==> config.mk <==
export PLATFORM = sky130hd
export DESIGN_NAME = lockrd_monitor
export DESIGN_NICKNAME = d
export VERILOG_FILES = /design/src/rtl/lockrd_pkg.sv /design/src/rtl/lockrd_outstanding.sv /design/src/rtl/lockrd_seq_fsm.sv /design/src/rtl/lockrd_flags.sv /design/src/rtl/lockrd_monitor.sv
export SDC_FILE = /design/constraint.sdc
export NUM_CORES = 1
export LEC_CHECK = 0
export BUFFER_PORTS_ARGS = -buffer_cell sky130_fd_sc_hd__buf_2
export CAP_MARGIN = 5
export CORE_MARGIN = 1
export CORE_UTILIZATION = 43
export CTS_BUF_LIST = sky130_fd_sc_hd__clkbuf_2
export DETAILED_ROUTE_END_ITERATION = 12
export PLACE_DENSITY_LB_ADDON = 0.25
export SLEW_MARGIN = 20
export SYNTH_ARGS = -nofsm -noshare
export SYNTH_HDL_FRONTEND = slang
export SYNTH_SLANG_ARGS = --single-unit
==> constraint.sdc <==
create_clock -name clk -period 4.4 [get_ports clk]
set_clock_uncertainty 0.05 [all_clocks]
set_input_delay 0.22 -clock clk [delete_from_list [all_inputs] [get_ports clk]]
set_output_delay 0.22 -clock clk [all_outputs]
set_load 0.01 [all_outputs]
==> src/rtl/lockrd_pkg.sv <==
// Shared types for the locked read sequence monitor.
// Assumes: lock field is two bits wide, value 2'b10 marks a locked request.
package lockrd_pkg;

    // Sequence state of the monitor.
    typedef enum logic [1:0] {
        ST_IDLE      = 2'd0,
        ST_LOCKED    = 2'd1,
        ST_UNLOCKING = 2'd2
    } seq_state_t;

    localparam logic [1:0] LOCK_LOCKED = 2'b10;

    // Page boundary: bits at and above this index select a 4KB region.
    localparam int PAGE_LSB = 12;

    // One bit per rule; the same layout is used for events and sticky flags.
    typedef struct packed {
        logic err_start;
        logic err_id;
        logic err_last;
        logic err_end;
        logic warn_count;
        logic warn_region;
        logic warn_attr;
    } mon_flags_t;

endpackage

==> src/rtl/lockrd_outstanding.sv <==
// Outstanding read counter.
// Adds one per accepted read address and removes one per final read beat.
// Saturates at both ends. Also exports the count as it stands once a
// same-cycle completion is taken into account, for the drain rules.
// Assumes: one final beat per transaction, completions never exceed issues
// on a legal bus; the floor clamp only protects the monitor itself.
module lockrd_outstanding #(
    parameter int CNT_W = 6
) (
    input  logic             clk,
    input  logic             rst_n,
    input  logic             ar_hs,
    input  logic             r_done,
    output logic [CNT_W-1:0] pending,
    output logic [CNT_W-1:0] cnt_d
);
    localparam logic [CNT_W-1:0] CNT_MAX = {CNT_W{1'b1}};

    logic [CNT_W-1:0] cnt_q;
    logic             dec;

    // A completion only counts if something is in flight.
    assign dec = r_done && (cnt_q != '0);

    // Count after removing a completion that lands in this cycle.
    assign pending = dec ? cnt_q - 1'b1 : cnt_q;

    // Next count: saturating increment, guarded decrement, hold on both.
    always_comb begin
        cnt_d = cnt_q;
        if (ar_hs && !dec) begin
            if (cnt_q != CNT_MAX) cnt_d = cnt_q + 1'b1;
        end else if (!ar_hs && dec) begin
            cnt_d = cnt_q - 1'b1;
        end
    end

    // Counter register with synchronous reset.
    always_ff @(posedge clk) begin
        if (!rst_n) cnt_q <= '0;
        else        cnt_q <= cnt_d;
    end

    AST_CNT_STEP_UP: assert property (@(posedge clk) disable iff (!rst_n)
        (ar_hs && !r_done && cnt_q != CNT_MAX) |=> (cnt_q == $past(cnt_q) + 1'b1));
    AST_CNT_NO_WRAP: assert property (@(posedge clk) disable iff (!rst_n)
        (cnt_q == CNT_MAX && !r_done) |=> (cnt_q == CNT_MAX));
    AST_CNT_NO_UNDERFLOW: assert property (@(posedge clk) disable iff (!rst_n)
        (cnt_q == '0 && !ar_hs) |=> (cnt_q == '0));

endmodule

==> src/rtl/lockrd_seq_fsm.sv <==
// Locked sequence tracker.
// Holds the sequence state and the attributes of the opening locked address,
// and raises one event bit per rule for the address presented in this cycle.
// Event bits are only meaningful when ar_hs is high.
// Assumes: pending and cnt_d come from the outstanding counter of the same cycle.
module lockrd_seq_fsm
    import lockrd_pkg::*;
#(
    parameter int ID_W   = 4,
    parameter int PAGE_W = 20,
    parameter int CNT_W  = 6
) (
    input  logic              clk,
    input  logic              rst_n,
    input  logic              ar_hs,
    input  logic              is_locked,
    input  logic [ID_W-1:0]   ar_id,
    input  logic [PAGE_W-1:0] ar_page,
    input  logic [3:0]        ar_cache,
    input  logic [2:0]        ar_prot,
    input  logic [CNT_W-1:0]  pending,
    input  logic [CNT_W-1:0]  cnt_d,
    output mon_flags_t        ev,
    output seq_state_t        state_q
);
    seq_state_t        eff_state;
    seq_state_t        state_d;
    logic [ID_W-1:0]   id_q;
    logic [PAGE_W-1:0] page_q;
    logic [3:0]        cache_q;
    logic [2:0]        prot_q;
    logic [1:0]        nlock_q;
    logic              busy;
    logic              open_seq;

    assign busy = (pending != '0);

    // A closing phase whose reads have drained behaves as no sequence.
    assign eff_state = (state_q == ST_UNLOCKING && !busy) ? ST_IDLE : state_q;

    assign open_seq = ar_hs && is_locked && (eff_state == ST_IDLE);

    // Rule evaluation for the address presented this cycle.
    always_comb begin
        ev = '0;
        unique case (eff_state)
            ST_IDLE: begin
                ev.err_start = is_locked && busy;
            end
            ST_LOCKED: begin
                if (is_locked) begin
                    ev.err_id      = (ar_id != id_q);
                    ev.warn_region = (ar_page != page_q);
                    ev.warn_attr   = (ar_cache != cache_q) || (ar_prot != prot_q);
                    ev.warn_count  = (nlock_q >= 2'd2);
                end else begin
                    ev.err_last = busy;
                end
            end
            ST_UNLOCKING: begin
                ev.err_end = 1'b1;
            end
            default: ev = '0;
        endcase
    end

    // Next sequence state.
    always_comb begin
        state_d = eff_state;
        unique case (eff_state)
            ST_IDLE:      if (open_seq) state_d = ST_LOCKED;
            ST_LOCKED:    if (ar_hs && !is_locked) state_d = ST_UNLOCKING;
            ST_UNLOCKING: if (cnt_d == '0) state_d = ST_IDLE;
            default:      state_d = ST_IDLE;
        endcase
    end

    // State register.
    always_ff @(posedge clk) begin
        if (!rst_n) state_q <= ST_IDLE;
        else        state_q <= state_d;
    end

    // Capture the opening address attributes.
    always_ff @(posedge clk) begin
        if (!rst_n) begin
            id_q    <= '0;
            page_q  <= '0;
            cache_q <= '0;
            prot_q  <= '0;
        end else if (open_seq) begin
            id_q    <= ar_id;
            page_q  <= ar_page;
            cache_q <= ar_cache;
            prot_q  <= ar_prot;
        end
    end

    // Count locked addresses in the sequence, saturating at three.
    always_ff @(posedge clk) begin
        if (!rst_n) begin
            nlock_q <= '0;
        end else if (open_seq) begin
            nlock_q <= 2'd1;
        end else if (ar_hs && is_locked && eff_state == ST_LOCKED && nlock_q != 2'd3) begin
            nlock_q <= nlock_q + 2'd1;
        end
    end

    AST_LOCKED_ENTRY: assert property (@(posedge clk) disable iff (!rst_n)
        (state_q != ST_LOCKED && !(ar_hs && is_locked)) |=> (state_q != ST_LOCKED));
    AST_UNLOCK_EXIT: assert property (@(posedge clk) disable iff (!rst_n)
        (state_q == ST_UNLOCKING && cnt_d == '0 && !(ar_hs && is_locked)) |=> (state_q == ST_IDLE));
    AST_LOCKED_HOLDS: assert property (@(posedge clk) disable iff (!rst_n)
        (state_q == ST_LOCKED && !ar_hs) |=> (state_q == ST_LOCKED));
    AST_STATE_LEGAL: assert property (@(posedge clk) disable iff (!rst_n)
        (state_q != 2'd3));

endmodule

==> src/rtl/lockrd_flags.sv <==
// Sticky rule flags.
// Latches each event bit presented with an accepted address; bits clear only on reset.
module lockrd_flags
    import lockrd_pkg::*;
(
    input  logic       clk,
    input  logic       rst_n,
    input  logic       ar_hs,
    input  mon_flags_t ev,
    output mon_flags_t flags_q
);
    // Accumulate events on handshake cycles.
    always_ff @(posedge clk) begin
        if (!rst_n)     flags_q <= '0;
        else if (ar_hs) flags_q <= flags_q | ev;
    end

    AST_FLAGS_STICKY: assert property (@(posedge clk) disable iff (!rst_n)
        1'b1 |=> ((flags_q & $past(flags_q)) == $past(flags_q)));
    AST_FLAGS_NEED_HS: assert property (@(posedge clk) disable iff (!rst_n)
        !ar_hs |=> (flags_q == $past(flags_q)));

endmodule

==> src/rtl/lockrd_monitor.sv <==
// Locked read sequence monitor, top level.
// Observes read address and read data handshakes and reports violations of
// the locked read ordering rules as sticky error and warning bits.
// Assumes: ADDR_W > 12, reads complete with exactly one r_last beat each,
// reset is synchronous and active low.
module lockrd_monitor
    import lockrd_pkg::*;
#(
    parameter int ID_W   = 4,
    parameter int ADDR_W = 32,
    parameter int CNT_W  = 6
) (
    input  logic              clk,
    input  logic              rst_n,
    input  logic              ar_valid,
    input  logic              ar_ready,
    input  logic [ID_W-1:0]   ar_id,
    input  logic [ADDR_W-1:0] ar_addr,
    input  logic [1:0]        ar_lock,
    input  logic [3:0]        ar_cache,
    input  logic [2:0]        ar_prot,
    input  logic              r_valid,
    input  logic              r_ready,
    input  logic              r_last,
    output logic              err_start,
    output logic              err_id,
    output logic              err_last,
    output logic              err_end,
    output logic              warn_count,
    output logic              warn_region,
    output logic              warn_attr
);
    localparam int PAGE_W = ADDR_W - PAGE_LSB;

    logic             ar_hs;
    logic             r_done;
    logic             is_locked;
    logic [CNT_W-1:0] pending;
    logic [CNT_W-1:0] cnt_d;
    mon_flags_t       ev;
    mon_flags_t       flags_q;
    seq_state_t       state_q;
    logic             unused_low_addr;

    assign ar_hs           = ar_valid && ar_ready;
    assign r_done          = r_valid && r_ready && r_last;
    assign is_locked       = (ar_lock == LOCK_LOCKED);
    assign unused_low_addr = ^ar_addr[PAGE_LSB-1:0];

    lockrd_outstanding #(.CNT_W(CNT_W)) u_cnt (
        .clk     (clk),
        .rst_n   (rst_n),
        .ar_hs   (ar_hs),
        .r_done  (r_done),
        .pending (pending),
        .cnt_d   (cnt_d)
    );

    lockrd_seq_fsm #(.ID_W(ID_W), .PAGE_W(PAGE_W), .CNT_W(CNT_W)) u_fsm (
        .clk       (clk),
        .rst_n     (rst_n),
        .ar_hs     (ar_hs),
        .is_locked (is_locked),
        .ar_id     (ar_id),
        .ar_page   (ar_addr[ADDR_W-1:PAGE_LSB]),
        .ar_cache  (ar_cache),
        .ar_prot   (ar_prot),
        .pending   (pending),
        .cnt_d     (cnt_d),
        .ev        (ev),
        .state_q   (state_q)
    );

    lockrd_flags u_flags (
        .clk     (clk),
        .rst_n   (rst_n),
        .ar_hs   (ar_hs),
        .ev      (ev),
        .flags_q (flags_q)
    );

    assign err_start   = flags_q.err_start;
    assign err_id      = flags_q.err_id;
    assign err_last    = flags_q.err_last;
    assign err_end     = flags_q.err_end;
    assign warn_count  = flags_q.warn_count;
    assign warn_region = flags_q.warn_region;
    assign warn_attr   = flags_q.warn_attr;

    AST_START_NEEDS_DRAIN: assert property (@(posedge clk) disable iff (!rst_n)
        (ar_hs && is_locked && state_q == ST_IDLE && pending != '0) |=> err_start);
    AST_ID_MISMATCH_SEEN: assert property (@(posedge clk) disable iff (!rst_n)
        (ar_hs && is_locked && state_q == ST_LOCKED && ev.err_id) |=> err_id);
    AST_RESET_CLEAR: assert property (@(posedge clk)
        !rst_n |=> (flags_q == '0));

endmodule

==> impl_results.rst, run 1 <==
.. list-table::
   :header-rows: 1

   * - Metric
     - Value
   * - Maximum resistive drop on vdd
     - 0.225 mV
   * - Combinational Power Share
     - 27.3%
   * - DRC violation count after routing
     - 0
   * - Number of global-route vias before repair
     - 1919
   * - Share of final-layout standard cells stronger than drive strength 1
     - 17.1%
   * - Power Total
     - 0.000892 W
   * - Power density of the placed cells
     - 286 nW/um^2
   * - Most common cell after layout, fill and taps aside
     - nor2_1
   * - Startpoint of the most critical setup path
     - u_cnt.cnt_q[0]
   * - Number of inserted diodes
     - 0
   * - Routability congestion estimate from global placement
     - 0.872
   * - Clock tree from TritonCTS
     - built
   * - Data required time of the critical path
     - 4650 ps
   * - Number of setup violations in the final report
     - 0
   * - Period minus WS final
     - 2880 ps
   * - Part of the Yosys area used for sequential elements
     - 37.5%
   * - Maximum number of pins on one net before global-route repair
     - 35
   * - First-pass GRT wire length
     - 8910 um
   * - Most utilized layer in the global route result
     - met2
   * - Max Cap Viol
     - 0
   * - ANT nets after route
     - 0
   * - Number of enable flip-flop cells after synthesis
     - 0
   * - Post-Synthesis Net Count
     - 338
   * - CP startpoint kind
     - flop
   * - Setup repair after global routing missed its margin
     - no
   * - Quantity of I/O buffers inserted on ports
     - 46
   * - Post-CTS setup buffers
     - 0
   * - Clock power frac
     - 19.0%
   * - Standard-cell row count
     - 27
   * - Slew at the pin with the worst max-slew slack
     - 554 ps
   * - Initial antenna violation count
     - 0
   * - Fin. Hold Viols
     - 0
   * - Fillers
     - 529
   * - Total detailed-routing wirelength
     - 5540 um
   * - Unique masters post-synth
     - 50
   * - Post-synthesis register bit count
     - 48
   * - Final period util
     - 65.5%
   * - Highest attainable clock frequency
     - 347 MHz
   * - Number of warning messages in the yosys log
     - 0
   * - CP arrival
     - 3130 ps
   * - Initial cell density of the core
     - 45.5%
   * - RR Startpoint
     - u_cnt.cnt_q[0]
   * - Area of the core
     - 5640 sq um
   * - Total leakage power
     - 1.20 nW
   * - Maximum fanout along the worst path
     - 34
   * - Final net count
     - 407
   * - Average via count per standard cell
     - 5.24
   * - WL per Instance
     - 13.1 um
   * - Count of pins over their slew limit
     - 0
   * - Width of the die
     - 79.2 um
   * - Die area
     - 6280 sq um
   * - Met2 global-route usage
     - 29.2%
   * - Count of instances resized after the clock tree is built
     - 0
   * - Internal power component
     - 0.000606 W
   * - GR met1 Demand/Resource
     - 24.2%
   * - Num ports
     - 59
   * - Avg Inst Size Synth
     - 9.13 sq um
   * - CTS Root Cell
     - clkbuf_2
   * - Share of flip-flops with an asynchronous set or reset
     - 0%
   * - Total clock sinks
     - 48
   * - DRC violation total after the first TritonRoute iteration
     - 142
   * - Cell area after synthesis
     - 2560 sq um
   * - Gr usage total
     - 18.2%
   * - Critical-path cell with the highest stage delay
     - dfxtp_1
   * - Number of buffers created by CTS
     - 5
   * - Placed cell count
     - 389
   * - HPWL Detailed
     - 3730 um
   * - Switching part of the total power
     - 32.0%
   * - Post-Syn Instances
     - 281
   * - Max Root-Sink Buffers
     - 2
   * - Delay of the slowest cell on the worst path
     - 550 ps
   * - Commonest register cell after synthesis
     - dfxtp_1
   * - Global route overflow
     - 0
   * - GR met3 Demand/Resource
     - 3.91%
   * - Startpoint-to-endpoint class of the critical path
     - flop to flop
   * - Crit. End Element
     - flop
   * - Net switching power figure
     - 0.000286 W
   * - Worst-Skew Late Latency
     - 410 ps
   * - Register share of total power
     - 53.7%
   * - Sum of negative setup slack
     - 0 ps
   * - Number of vias in the routed layout
     - 2217
   * - Start point of the worst hold path
     - ar_cache[3]
   * - Number of iterations in the first detailed-routing pass
     - 4
   * - Final cell count without fillers
     - 423
   * - Register clock-pin slew on the reported worst setup and hold paths
     - 220 ps
   * - Ordered cell list for the critical path
     - inv_1 -> ha_1 -> or3_1 -> a2111o_1 -> a31oi_4 -> buf_4 -> mux2i_1 -> nor2_1
   * - Worst setup slack for register-to-register paths
     - 1520 ps
   * - Relative max-transition margin
     - 63.1%
   * - Run status
     - completed
   * - Leading cell types in the layout, fill and taps excluded
     - nor2_1 (54), dfxtp_1 (48), buf_2 (46), mux2i_1 (31), dlygate4sd3_1 (26)
   * - HP Class
     - input port to flop
   * - Synthesis-to-layout area growth
     - 21.6%
   * - Level count of the clock H-tree
     - 2
   * - Die Height
     - 79.2 um
power groups by stage:
stage	sequential (W)	clock (W)	combinational [W]
after floorplan	0.000473	0	0.000173
after global placement	0.000487	0	0.000221
after detailed placement	0.000487	0	0.000223
after CTS	0.000478	0.000181	0.000239
after global routing	0.000483	0.000197	0.000269
final	0.000479	0.000169	0.000244
worst paths after layout:
check | to | depth (start not counted)
worst max register to register | u_fsm.id_q[3] | 8
worst min-delay path | u_fsm.cache_q[3] | 3
worst max-delay path | u_fsm.id_q[3] | 8
worst min register to register | u_flags.flags_q[1] | 1
worst max-delay path, delay by kind of cell (launching register included):
family                     cells  cell delay [ps]
buffers and inverters          2              590
DFF                            1              550
and+or+nand+nor                2              430
AOI/OAI and AO/OA              2              620
adders and majority gates      1              250
muxes                          1              270
cell type report:
cell class | instances | area, sq um | share of cell area [%]
Multi-Input combinational cell | 215 | 1500 | 48.1
Sequential cell | 48 | 961 | 30.8
Timing Repair Buffer | 74 | 505 | 16.2
Tap cell | 72 | 90.1 | 2.89
Clock buffer | 5 | 25.0 | 0.803
Inverter | 6 | 22.5 | 0.722
Clock inverter | 3 | 13.8 | 0.441
logic make-up (layout without fill, tap and decap cells):
family	Yosys count	count (layout)	share of synthesized area, %
AO/OA/AOI/OAI	41	41	12.2
XOR/XNOR	33	33	11.3
adder cells (fa/ha/maj)	5	5	2.44
buffers and inverters	18	88	4.05
flip-flops	48	48	37.5
multiplexers	32	32	12.5
AND/OR/NAND/NOR	104	104	20.0
state kept, by name, indices dropped and copies added, names as in the netlist:
| signal | count |
|---|---|
| u_fsm.page_q | 20 |
| u_flags.flags_q | 7 |
| u_cnt.cnt_q | 6 |
| u_fsm.cache_q | 4 |
| u_fsm.id_q | 4 |
| u_fsm.prot_q | 3 |
| u_fsm.nlock_q | 2 |
| u_fsm.state_q | 2 |
cells in the mapped netlist, types with 2 or more instances:
| cell | instances | area [sq um] |
|---|---|---|
| nor4_1 | 6 | 37.5 |
| xnor2_1 | 21 | 184 |
| inv_1 | 5 | 18.8 |
| o2111ai_1 | 3 | 26.3 |
| buf_8 | 3 | 45.0 |
| xor2_1 | 12 | 105 |
| o21ai_0 | 4 | 20.0 |
| nand4_1 | 4 | 25.0 |
| dfxtp_1 | 48 | 961 |
| or4_1 | 3 | 22.5 |
| nand4bb_1 | 2 | 22.5 |
| or2_2 | 2 | 12.5 |
| a211o_1 | 2 | 17.5 |
| a2111o_1 | 2 | 22.5 |
| nor2b_1 | 2 | 12.5 |
| or3_1 | 3 | 18.8 |
| and3_1 | 3 | 18.8 |
| nor3_1 | 4 | 20.0 |
| a31oi_1 | 4 | 25.0 |
| nand3_1 | 4 | 20.0 |
| nand2_1 | 6 | 22.5 |
| a21oi_1 | 8 | 40.0 |
| a41oi_1 | 2 | 17.5 |
| o21a_1 | 2 | 15.0 |
| a211oi_1 | 2 | 15.0 |
| nand2b_1 | 2 | 12.5 |
| and2_1 | 3 | 18.8 |
| clkbuf_1 | 7 | 26.3 |
| ha_1 | 5 | 62.6 |
| buf_2 | 2 | 10.0 |
| nor2_1 | 54 | 203 |
| mux2i_1 | 31 | 310 |
| o211ai_1 | 3 | 22.5 |
stage by stage:
stage | instance area [sq um] | util [%] | worst slack, ps | hold slack [ps]
floorplan | 2560 | - | 1950 | 287
global placement | 2820 | 50.0 | 1590 | 394
detailed placement | 2820 | 50.0 | 1560 | 402
CTS | 3080 | 54.6 | 1530 | 2.15
global route | 3120 | 55.3 | 1310 | 2.77
finish | 3120 | 55.3 | 1520 | 31.7
routing by layer:
| layer | wire length (um) | vias to the layer above |
|---|---|---|
| met2 | 2640 | 51 |
| met1 | 2610 | 1023 |
| met3 | 231 | 6 |
| li1 | - | 1137 |
| met5 | 0 | - |
| met4 | 59 | 0 |
what timing repair did:
| item | 4_1_cts | 5_1_grt |
|---|---|---|
| hold endpoints to repair | 22 | 4 |
| endpoints found under the setup margin | 0 | 0 |
| hold buffers | 22 | 4 |
No activity file was read; power rests on OpenSTA's default activity.
==> run 2, diff against run 1 <==
- clock period: 4.4 -> 2.4 ns (I/O delays scaled with it)
==> impl_results.rst, run 2 (same netlist as run 1, synthesis figures left out) <==
.. list-table::
   :header-rows: 1

   * - Metric
     - Value
   * - Area of the core
     - 5640 sq um (unchanged)
   * - Run status
     - completed
   * - Startpoint-to-endpoint class of the critical path
     - flop to flop
   * - Number of global-route vias before repair
     - 2126 (+11%)
   * - Total area of multi-input combinational cells
     - 1520 sq um (+1.5%)
   * - Max Root-Sink Buffers
     - 2 (unchanged)
   * - Worst-Skew Late Latency
     - 420 ps (about the same)
   * - DRC violation total after the first TritonRoute iteration
     - 143 (+0.70%)
   * - Number of vias in the routed layout
     - 2366 (+6.7%)
   * - HP Class
     - input port to flop
   * - Fillers
     - 472 (-11%)
   * - Relative max-transition margin
     - 71.5% (+8.4 points)
   * - Die Height
     - 79.2 um (unchanged)
   * - Net switching power figure
     - 0.000563 W (+97%)
   * - Count of pins over their slew limit
     - 0 (unchanged)
   * - Routability congestion estimate from global placement
     - 0.899 (+3.1%)
   * - Most common cell after layout, fill and taps aside
     - nor2_1
   * - Flip-flop count of the largest register, all copies and words added
     - 20 (unchanged)
   * - Maximum resistive drop on vdd
     - 0.378 mV (+68%)
   * - Leading cell types in the layout, fill and taps excluded
     - nor2_1 (54), buf_2 (46), dfxtp_1 (46), dlygate4sd3_1 (32), mux2i_1 (29)
   * - Global route overflow
     - 0 (unchanged)
   * - Max Cap Viol
     - 0 (unchanged)
   * - Standard-cell row count
     - 27 (unchanged)
   * - Initial antenna violation count
     - 0 (unchanged)
   * - Setup repair after global routing missed its margin
     - yes
   * - Register containing the most flip-flops in the final layout
     - u_fsm.page_q
   * - Gr usage total
     - 19.1% (+0.98 points)
   * - Quantity of I/O buffers inserted on ports
     - 46 (unchanged)
   * - Sum of negative setup slack
     - 0 ps (unchanged)
   * - WL per Instance
     - 14.0 um (+7.2%)
   * - Total detailed-routing wirelength
     - 6200 um (+12%)
   * - Worst hold stages
     - 5 (+2)
   * - CP startpoint kind
     - flop
   * - ANT nets after route
     - 0 (unchanged)
   * - Number of iterations in the first detailed-routing pass
     - 4 (unchanged)
   * - Number of buffers created by CTS
     - 5 (unchanged)
   * - Level count of the clock H-tree
     - 2 (unchanged)
   * - Switching part of the total power
     - 28.8% (-3.2 points)
   * - Total clock sinks
     - 48 (unchanged)
   * - Clock power frac
     - 27.5% (+8.5 points)
   * - Period minus WS final
     - 2380 ps (-505 ps)
   * - Average via count per standard cell
     - 5.35 (+2.1%)
   * - Final period util
     - 99.0% (+34 points)
   * - Clock tree from TritonCTS
     - built
   * - HPWL Detailed
     - 3840 um (+3.0%)
   * - Final net count
     - 427 (+4.9%)
   * - Slew at the pin with the worst max-slew slack
     - 417 ps (-137 ps)
   * - Maximum number of pins on one net before global-route repair
     - 36 (+2.9%)
   * - Synthesis-to-layout area growth
     - 34.3%
   * - Combinational Power Share
     - 28.2% (+0.9 points)
   * - Fin. Hold Viols
     - 0 (unchanged)
   * - CTS Root Cell
     - clkbuf_2
   * - CP arrival
     - 2650 ps (-480 ps)
   * - Register clock-pin slew on the reported worst setup and hold paths
     - 260 ps (+40 ps)
   * - Num ports
     - 59 (unchanged)
   * - Internal power component
     - 0.00139 W (+130%)
   * - First-pass GRT wire length
     - 9480 um (+6.4%)
   * - Share of final-layout standard cells stronger than drive strength 1
     - 21.9% (+4.8 points)
   * - Total leakage power
     - 1.35 nW (+12%)
   * - Number of inserted diodes
     - 0 (unchanged)
   * - Cell count of the worst reg-to-reg path
     - 9 (+1)
   * - Width of the die
     - 79.2 um (unchanged)
   * - Number of setup violations in the final report
     - 0 (unchanged)
   * - Power Total
     - 0.00195 W (+120%)
   * - Power density of the placed cells
     - 567 nW/um^2 (+98%)
   * - Register share of total power
     - 44.3% (-9.4 points)
   * - DRC violation count after routing
     - 0 (unchanged)
   * - Maximum fanout along the worst path
     - 8 (-76%)
   * - Highest attainable clock frequency
     - 421 MHz (+21%)
   * - Initial cell density of the core
     - 45.5% (unchanged)
   * - Data required time of the critical path
     - 2670 ps (-1980 ps)
   * - Leading registers by flop count
     - u_fsm.page_q: 20 flops, u_flags.flags_q: 7 flops, u_cnt.cnt_q: 6 flops
   * - Crit. End Element
     - flop
   * - Die area
     - 6280 sq um (unchanged)
   * - Area taken by flip-flops and latches
     - 963 sq um (+0.26%)
run 2: cell count changes in the layout (fill, tap and decap cells not counted), moves of 2 or more:
cell	change
buf_4	+6
dlygate4sd3_1	+6
buf_6	+3
clkbuf_16	+3
buf_12	+2
bufinv_16	+2
clkinv_2	-2
dfxtp_1	-2
dfxtp_2	+2
ha_1	-2
mux2i_1	-2
mux2i_2	+2
run 2: cell type report:
class                      count  area share, %
clock inverter                 2           1.74
clock buffer                   5          0.726
tap                           72           2.61
sequential                    48           28.0
multi-input combinational    215           44.2
inverter                       6          0.726
timing repair buffer          94           22.0
run 2: what timing repair did:
item,in CTS,in global routing
hold endpoints to repair,36,0
endpoints found under the setup margin,0,31
gates resized for setup,0,13
setup buffers,0,4
hold buffers,32,0
run 2: per-stage QoR:
step	hold WS [ps]	worst slack [ps]	instances	utilization, %	area (sq um)
6_report	144	24.2	442	61.1	3450
5_1_grt	136	-71.1	442	61.1	3450
4_1_cts	125	27.0	433	58.0	3270
3_5_place_dp	341	48.5	394	50.9	2870
3_3_place_gp	329	100	394	50.9	2870
2_1_floorplan	187	14.9	281	-	2570
run 2: power groups by stage:
stage               Clock (W)  Sequential, W  Combinational [W]
floorplan                   0       0.000868           0.000319
global placement            0       0.000872           0.000456
detailed placement          0       0.000874           0.000457
CTS                  0.000549       0.000859           0.000499
global route         0.000581       0.000872           0.000607
finish               0.000537       0.000865           0.000551
run 2: worst max-delay path, stage by stage (launching register included):
cell and delay (ps):
dfxtp_2 370, inv_1 70, ha_4 160, or3_1 370, a2111o_1 490, a31oi_4 220
buf_6 160, clkbuf_16 170, mux2i_1 190, nor2_1 60
run 2: per-layer routing:
metal  GRT usage [%]  wire [um]  share of wire, %  vias up
met5               0          0                 0        -
met4            6.00        118               1.9        0
met3            3.33        257               4.1       15
met2            33.1       2880                46       67
met1            24.0       2950                48     1109
li1                -          -                 -     1175
run 2: path summary, 6_finish.rpt:
check / slack [ps] / start / endpoint
worst max-delay path: 20 / u_cnt.cnt_q[0] / u_fsm.page_q[11]
worst min-delay path: 140 / ar_lock[0] / u_flags.flags_q[4]
worst max register to register: 20 / u_cnt.cnt_q[0] / u_fsm.page_q[11]
worst min register to register: 440 / u_flags.flags_q[1] / u_flags.flags_q[1]
==> run 3, diff against run 2 <==
- CORE_UTILIZATION: 43 -> 25
- RECOVER_POWER: unset -> 50
==> impl_results.rst, run 3 (same netlist as run 1, synthesis figures left out) <==
.. list-table::
   :header-rows: 1

   * - Metric
     - Value
   * - Run status
     - completed
   * - Leading registers by flop count
     - u_fsm.page_q: 20 flops, u_flags.flags_q: 7 flops, u_cnt.cnt_q: 6 flops
   * - Initial antenna violation count
     - 0 (unchanged)
   * - Period minus WS final
     - 2370 ps (-9.57 ps)
   * - Maximum number of pins on one net before global-route repair
     - 35 (-2.8%)
   * - Slew at the pin with the worst max-slew slack
     - 501 ps (+84.4 ps)
   * - Startpoint-to-endpoint class of the critical path
     - flop to flop
   * - Maximum fanout along the worst path
     - 8 (unchanged)
   * - Power Total
     - 0.00196 W (+0.14%)
   * - Global route overflow
     - 0 (unchanged)
   * - RR Startpoint
     - u_cnt.cnt_q[1]
   * - Startpoint of the most critical setup path
     - u_cnt.cnt_q[1]
   * - Number of vias in the routed layout
     - 2293 (-3.1%)
   * - CTS Root Cell
     - clkbuf_2
   * - Area of the core
     - 9860 sq um (+75%)
   * - Routability congestion estimate from global placement
     - 0.842 (-6.4%)
   * - WL per Instance
     - 12.9 um (-8.0%)
   * - Most common cell after layout, fill and taps aside
     - nor2_1
   * - Setup repair after global routing missed its margin
     - yes
   * - Area taken by flip-flops and latches
     - 963 sq um (unchanged)
   * - Final period util
     - 98.6% (-0.40 points)
   * - Maximum resistive drop on vdd
     - 0.381 mV (+0.94%)
   * - Register share of total power
     - 44.0% (-0.3 points)
   * - Highest attainable clock frequency
     - 423 MHz (+0.40%)
   * - End point of the most critical hold path
     - u_flags.flags_q[4]
   * - Crit. End Element
     - flop
   * - Worst setup slack for register-to-register paths
     - 30 ps (about the same)
   * - Register clock-pin slew on the reported worst setup and hold paths
     - 230 ps (-30 ps)
   * - Combinational Power Share
     - 28.5% (+0.3 points)
   * - Leading cell types in the layout, fill and taps excluded
     - nor2_1 (54), dfxtp_1 (46), buf_2 (39), dlygate4sd3_1 (32), mux2i_1 (30)
   * - Share of final-layout standard cells stronger than drive strength 1
     - 19.5% (-2.4 points)
   * - Delay of the slowest cell on the worst path
     - 490 ps (about the same)
   * - Start point of the worst hold path
     - ar_lock[0]
   * - Power density of the placed cells
     - 558 nW/um^2 (-1.6%)
   * - Total leakage power
     - 1.31 nW (-2.7%)
   * - Total clock sinks
     - 48 (unchanged)
   * - Final Hold Slack
     - 133 ps (-10.8 ps)
   * - Count of pins over their slew limit
     - 0 (unchanged)
   * - Net switching power figure
     - 0.000569 W (+1.0%)
   * - Worst hold stages
     - 5 (unchanged)
   * - Standard-cell row count
     - 36 (+33%)
   * - Total detailed-routing wirelength
     - 6480 um (+4.5%)
   * - Clock tree from TritonCTS
     - built
   * - Switching part of the total power
     - 29.1% (+0.25 points)
   * - CP startpoint kind
     - flop
   * - Register containing the most flip-flops in the final layout
     - u_fsm.page_q
   * - Number of buffers created by CTS
     - 5 (unchanged)
   * - Number of iterations in the first detailed-routing pass
     - 4 (unchanged)
   * - Flip-flop count of the largest register, all copies and words added
     - 20 (unchanged)
   * - Max Root-Sink Buffers
     - 2 (unchanged)
   * - Num ports
     - 59 (unchanged)
   * - First-pass GRT wire length
     - 9760 um (+2.9%)
   * - Total area of multi-input combinational cells
     - 1520 sq um (-0.25%)
   * - Data required time of the critical path
     - 2680 ps (about the same)
   * - Max Cap Viol
     - 0 (unchanged)
   * - Initial cell density of the core
     - 26.0% (-19 points)
   * - Worst-Skew Late Latency
     - 430 ps (about the same)
   * - CP arrival
     - 2650 ps (about the same)
   * - Width of the die
     - 103 um (+30%)
   * - Number of global-route vias before repair
     - 2084 (-2.0%)
   * - Relative max-transition margin
     - 66.6% (-4.9 points)
   * - HP Class
     - input port to flop
   * - DRC violation count after routing
     - 0 (unchanged)
   * - Gr usage total
     - 11.7% (-7.4 points)
   * - HPWL Detailed
     - 4250 um (+11%)
   * - Level count of the clock H-tree
     - 2 (unchanged)
   * - Number of inserted diodes
     - 0 (unchanged)
   * - Die Height
     - 103 um (+30%)
   * - Fin. Hold Viols
     - 0 (unchanged)
   * - End of the worst register-to-register path
     - u_fsm.page_q[13]
   * - Internal power component
     - 0.00139 W (-0.20%)
   * - Final net count
     - 426 (-0.23%)
   * - Number of setup violations in the final report
     - 0 (unchanged)
   * - Fillers
     - 1017 (+120%)
   * - Critical-path cell with the highest stage delay
     - a2111o_1
   * - Quantity of I/O buffers inserted on ports
     - 46 (unchanged)
   * - Average via count per standard cell
     - 4.57 (-15%)
   * - Synthesis-to-layout area growth
     - 36.8%
   * - Clock power frac
     - 27.5% (about the same)
   * - Ordered cell list for the critical path
     - inv_2 -> ha_4 -> or3_1 -> a2111o_1 -> a31oi_4 -> clkbuf_16 -> buf_12 -> mux2i_1 -> nor2_1
   * - ANT nets after route
     - 0 (unchanged)
   * - Cell count of the worst reg-to-reg path
     - 9 (unchanged)
   * - Core Util, Final
     - 35.6% (-26 points)
   * - Die area
     - 10700 sq um (+70%)
   * - DRC violation total after the first TritonRoute iteration
     - 77 (-46%)
## run 3: worst max path at each step
stage                       end  slack [ps]
2_1_floorplan     u_fsm.id_q[0]          10
3_3_place_gp   u_fsm.page_q[12]         120
3_5_place_dp   u_fsm.cache_q[1]         100
4_1_cts         u_fsm.page_q[4]          80
5_1_grt         u_fsm.page_q[5]         -80
6_report       u_fsm.page_q[13]          30
## run 3: area by class of cell
| type | count | share of cell area [%] |
|---|---|---|
| Clock inverter | 2 | 1.71 |
| Tap cell | 133 | 4.74 |
| Sequential cell | 48 | 27.5 |
| Timing Repair Buffer | 93 | 21.4 |
| Clock buffer | 5 | 0.713 |
| Multi-Input combinational cell | 215 | 43.3 |
| Inverter | 6 | 0.642 |
## run 3: timing repair
action | in CTS | in global routing
setup endpoints to repair | 0 | 28
endpoints found under the hold margin | 36 | 0
hold buffers | 32 | 0
buffers inserted | 0 | 6
gates resized for setup | 0 | 13
## run 3: worst max-delay path: cells and delay by family, from the launching register on
family	cells	cell delay, ps
adders and majority gates	1	150
DFF	1	380
buffers and inverters	3	370
AOI/OAI and AO/OA	2	760
muxes	1	190
and+or+nand+nor	2	410
## run 3: metal layers
| layer | wire length [um] | up-vias | share of wire (%) | global-route usage (%) |
|---|---|---|---|---|
| li1 | - | 1168 | - | - |
| met3 | 213 | 6 | 3.3 | 2.49 |
| met5 | 0 | - | 0 | 0 |
| met4 | 72 | 0 | 1.1 | 3.90 |
| met1 | 3080 | 1087 | 48 | 14.9 |
| met2 | 3110 | 32 | 48 | 19.8 |
## run 3: stage by stage
stage / setup WS, ps / TNS (ps) / cell area [sq um] / std cells
after floorplan: 14.9 / 0 / 2570 / 281
after global placement: 119 / 0 / 2940 / 454
after detailed placement: 95.7 / 0 / 2940 / 454
after CTS: 79.7 / 0 / 3340 / 493
after global routing: -76.4 / -1610 / 3510 / 502
final: 33.8 / 0 / 3510 / 502
## run 3: power groups by stage
| stage | logic (W) | clock network [W] | registers, W |
|---|---|---|---|
| 6_report | 0.000557 | 0.000538 | 0.000862 |
| 5_1_grt | 0.000617 | 0.000583 | 0.000866 |
| 4_1_cts | 0.000510 | 0.000555 | 0.000858 |
| 3_5_place_dp | 0.000468 | 0 | 0.000873 |
| 3_3_place_gp | 0.000466 | 0 | 0.000872 |
| 2_1_floorplan | 0.000319 | 0 | 0.000868 |
